**config.mk**
```make
export PLATFORM = sky130hd
export DESIGN_NAME = gpio_xbar_port
export DESIGN_NICKNAME = d
export VERILOG_FILES = /design/src/rtl/gpio_xbar_port.sv
export SDC_FILE = /design/constraint.sdc
export NUM_CORES = 1
export LEC_CHECK = 0
export BUFFER_PORTS_ARGS = -buffer_cell sky130_fd_sc_hd__buf_2
export CAP_MARGIN = 20
export CELL_PAD_IN_SITES_DETAIL_PLACEMENT = 1
export CELL_PAD_IN_SITES_GLOBAL_PLACEMENT = 2
export CORE_MARGIN = 2
export CORE_UTILIZATION = 25
export DETAILED_ROUTE_END_ITERATION = 10
export PLACE_DENSITY = 0.86
export SYNTH_ARGS = -nofsm -noshare
export SYNTH_HDL_FRONTEND = slang
export SYNTH_SLANG_ARGS = --single-unit
export TNS_END_PERCENT = 100
```
**constraint.sdc**
```tcl
create_clock -name clk -period 1.3 [get_ports clk]
set_clock_uncertainty 0.15 [all_clocks]
set_input_delay 0.13 -clock clk [delete_from_list [all_inputs] [get_ports clk]]
set_output_delay 0.13 -clock clk [all_outputs]
set_load 0.05 [all_outputs]
```
**src/rtl/gpio_xbar_port.sv**
```systemverilog
module gpio_xbar_port #(
  parameter int W = 8
) (
  input  logic                 clk,
  input  logic                 rst_n,
  input  logic                 byte_we,
  input  logic [W-1:0]         byte_data,
  input  logic                 bit_we,
  input  logic [$clog2(W)-1:0] bit_sel,
  input  logic                 bit_val,
  input  logic                 mode_we,
  input  logic [W-1:0]         mode_data,
  input  logic                 rd_rmw,
  output logic [W-1:0]         rd_data,
  input  logic                 xbar_en,
  input  logic [W-1:0]         periph_own,
  input  logic [W-1:0]         periph_dir_out,
  input  logic [W-1:0]         periph_val,
  input  logic [W-1:0]         pin_in,
  output logic [W-1:0]         drv_en,
  output logic [W-1:0]         drv_val
);

  logic [W-1:0] port_lat;
  logic [W-1:0] out_mode;
  logic [W-1:0] sync_a, sync_b;

  always_ff @(posedge clk) begin
    if (!rst_n) begin
      port_lat <= '1;
      out_mode <= '0;
      sync_a   <= '0;
      sync_b   <= '0;
    end else begin
      sync_a <= pin_in;
      sync_b <= sync_a;
      if (mode_we) out_mode <= mode_data;
      if (byte_we)     port_lat          <= byte_data;
      else if (bit_we) port_lat[bit_sel] <= bit_val;
    end
  end

  logic [W-1:0] src, listen_only, may_drive;

  assign src         = (periph_own & periph_val) | (~periph_own & port_lat);
  assign listen_only = periph_own & ~periph_dir_out;
  assign may_drive   = out_mode | ~src;

  assign drv_en  = {W{xbar_en}} & ~listen_only & may_drive;
  assign drv_val = drv_en & src;
  assign rd_data = rd_rmw ? port_lat : sync_b;

endmodule

```
==> impl_metrics.json <==
{
  "rows": 28,
  "clock_tree_from_tritoncts": "yes",
  "dieArea_mm2": 0.00679,
  "failed_checks": "setup timing",
  "via_count": 1579,
  "cp-start-kind": "register",
  "initial_core_util_pct": 26.0,
  "rrSetupSlack_ps": 150,
  "grt_pass1_wl_mm": 7.45,
  "r2r_end": "port_lat[3]",
  "cts.htree.levels": 2,
  "die_height_um": 82.4,
  "critPathRequiredTime_ps": 1020,
  "timing.final.hold_violations": 0,
  "slew-limit-headroom_pct": 77.9,
  "timing_worst_slew_pin_value_ps": 326,
  "drt_first_iter_violations": 10,
  "grt_util_met2_pct": 27.3,
  "placedCellCount": 316,
  "cts.reportedPaths.clkPinSlew_ps": 70,
  "synthToLayoutAreaGrowth_pct": 95.6,
  "crit-reg2reg-launch": "port_lat[3]",
  "net-switching-power_mw": 0.838,
  "multi_input_gate_area_in_the_final_layout_mm2": 0.00108,
  "placeableCoreArea_mm2": 0.00592,
  "number_of_buffers_inserted_during_clock_tree_synthesis": 5,
  "flip_flop_and_latch_area_um2": 658,
  "timing.critical_path.arrival_ps": 1300,
  "grt_start_max_net_pins": 18,
  "insertedDiodeCount": 0,
  "r2r.worst_path.cells": 4,
  "skew_pair_late_insertion_delay_ps": 280,
  "irDropWorstVdd_mv": 0.569,
  "cts_num_sinks": 32,
  "route.detailed.wl_per_inst_um": 13.3,
  "unrepaired_setup_endpoints_after_global_routing": "true",
  "post_layout_instance_count_excluding_filler_cells": 351,
  "port-buffer-count": 82,
  "busiest_layer": "met2",
  "power.density_mw_per_mm2": 930,
  "setup.worst_path.start": "port_lat[3]",
  "clock_tree.root_cell": "clkbuf_8",
  "initial_antenna_violation_count": 0,
  "crit_type": "register to output pin",
  "dpl_cell_area_mm2": 0.00238,
  "syn_inst": 148,
  "die_width_um": 82.4,
  "dpl.hpwl_mm": 3.59,
  "synth.ff_latch_count": 32,
  "drt_wl_total_mm": 4.65,
  "final.setup.worst_slack_ps": -278,
  "use_met3_pct": 4.57,
  "post_synth_num_cell_types": 25,
  "final_period_util_pct": 121,
  "timing.hold.worst.class": "input port to register",
  "use_met1_pct": 15.8,
  "post_synth.cell_area_avg_um2": 10.4,
  "remaining_drc_errors": 0,
  "globalRouteTotalUtil_pct": 14.6,
  "power_frac_seq_pct": 38.4,
  "cellInternalPower_mw": 1.96,
  "share_of_layout_cells_above_drive_strength_1_pct": 56.9,
  "yosys_warnings": 0,
  "clk_path_buf_depth": 2,
  "run_status": "finished with violations",
  "grt_pass1_vias": 1611,
  "grt_overflow_total": 0,
  "syn_nets": 207,
  "cp_max_fo": 2,
  "nFillCells": 643,
  "place_worst_setup_slack_ps": -52.2,
  "maxCapViolCount": 0,
  "mappedNetlistArea_mm2": 0.00154,
  "share_of_total_power_consumed_by_net_switching_pct": 30.0,
  "final_design_area_no_fill_mm2": 0.00301,
  "gp_congestion": 0.774,
  "p_comb_share_pct": 33.8,
  "power.clock.fraction_pct": 27.8,
  "period_minus_slack_ps": 1580,
  "synth_sequential_area_ratio_pct": 41.7,
  "critical_path.endpoint": "drv_val[3]",
  "drv_slew": 0,
  "final_antenna_net_count": 0,
  "end_kind": "output pin",
  "setup_viol": 24,
  "final_net_count": 334,
  "detail_route.first_pass.iterations": 3,
  "leakage_nw": 1.40,
  "timing.fmax_ghz": 0.634,
  "post_route_total_power_mw": 2.80,
  "io_pins": 83,
  "post_drt_via_cell_ratio": 4.50
}
## cells in the mapped netlist
cell | number | area [um^2]
buf_6 | 1 | 11.3
nand4b_1 | 2 | 17.5
and4bb_1 | 3 | 37.5
inv_1 | 8 | 30.0
nor2_1 | 3 | 11.3
nand2b_4 | 1 | 13.8
and3_1 | 2 | 12.5
o211ai_1 | 3 | 22.5
nand2_1 | 5 | 18.8
o221a_2 | 8 | 90.1
nor2b_1 | 18 | 113
mux2_1 | 8 | 90.1
nand4_1 | 1 | 6.26
a311oi_1 | 2 | 17.5
clkbuf_1 | 2 | 7.51
o32ai_1 | 2 | 17.5
buf_2 | 4 | 20.0
nor4b_1 | 1 | 8.76
a21oi_1 | 2 | 10.0
dfxtp_1 | 32 | 641
o211ai_2 | 1 | 12.5
nor3_2 | 2 | 20.0
and2_1 | 16 | 100
buf_4 | 1 | 7.51
mux2i_1 | 20 | 200
## metal layers
layer / part of all wire, % / vias to the layer above
met1: 39 / 738
met3: 8.1 / 4
met5: 0 / -
met4: 0.49 / 0
met2: 52 / 58
li1: - / 779
## state kept, by name (all words and copies together), names as in the netlist
signal,flops
out_mode,8
port_lat,8
sync_a,8
sync_b,8
## repair_timing
item,4_1_cts,5_1_grt
setup buffers,1,4
endpoints found under the hold margin,22,0
setup endpoints to repair,24,24
pin swaps,0,3
hold buffers,22,0
gates resized for setup,61,23
## critical path, cell delays in order, from the launching register on
cell and delay (ps):
dfxtp_2 330, mux2i_4 160, o221a_4 220, nor2b_4 150, buf_8 150
## logic make-up (layout without fill, tap and decap cells)
group / after synthesis / count (layout) / synth area share [%]
simple gates: 54 / 54 / 23.4
flops: 32 / 32 / 41.7
mux: 28 / 28 / 18.9
compound gates: 18 / 18 / 11.1
buf+inv: 16 / 144 / 4.97
## power groups by stage
| stage | Clock [mW] | Sequential [mW] | Combinational (mW) |
|---|---|---|---|
| 2_1_floorplan | 0 | 1.09 | 0.478 |
| 3_3_place_gp | 0 | 1.09 | 0.716 |
| 3_5_place_dp | 0 | 1.10 | 0.733 |
| 4_1_cts | 0.813 | 1.08 | 0.903 |
| 5_1_grt | 0.873 | 1.08 | 1.01 |
| 6_report | 0.778 | 1.07 | 0.944 |
## how the worst min path moves through the flow
stage,from,endpoint,depth (start not counted)
final,byte_data[0],port_lat[0],3
after global routing,byte_data[1],port_lat[1],3
after CTS,byte_data[0],port_lat[0],3
after detailed placement,pin_in[5],sync_a[5],2
after global placement,pin_in[4],sync_a[4],2
after floorplan,pin_in[0],sync_a[0],1
## cell usage in the layout, fill, tap and decap left out, drive strengths merged
cell type / n
inv: 8
a21oi: 2
o211ai: 4
nor3: 2
nand2b: 1
nor4b: 1
o32ai: 2
and2: 16
o221a: 8
mux2i: 20
buf: 106
mux2: 8
nand4b: 2
clkbuf: 6
nand4: 1
a311oi: 2
and3: 2
dfxtp: 32
nor2b: 18
clkinv: 2
and4bb: 3
nor2: 3
dlygate4sd3: 22
nand2: 5
## layout make-up
type | instances | share of cell area (%)
inverters | 8 | 0.999
well taps | 75 | 3.12
clock buffers | 6 | 2.75
flip-flops and latches | 32 | 21.9
clock inverters | 2 | 0.333
multi-input cells | 100 | 35.8
repair buffers | 128 | 35.1
## through the flow
step	TNS, ps	utilization, %	hold WS, ps
6_report	-4470	50.8	13.0
5_1_grt	-5650	50.8	23.7
4_1_cts	-4540	48.9	8.34
3_5_place_dp	-318	40.2	191
3_3_place_gp	-148	40.2	185
2_1_floorplan	-1180	-	107
No activity file was read; power rests on OpenSTA's default activity.
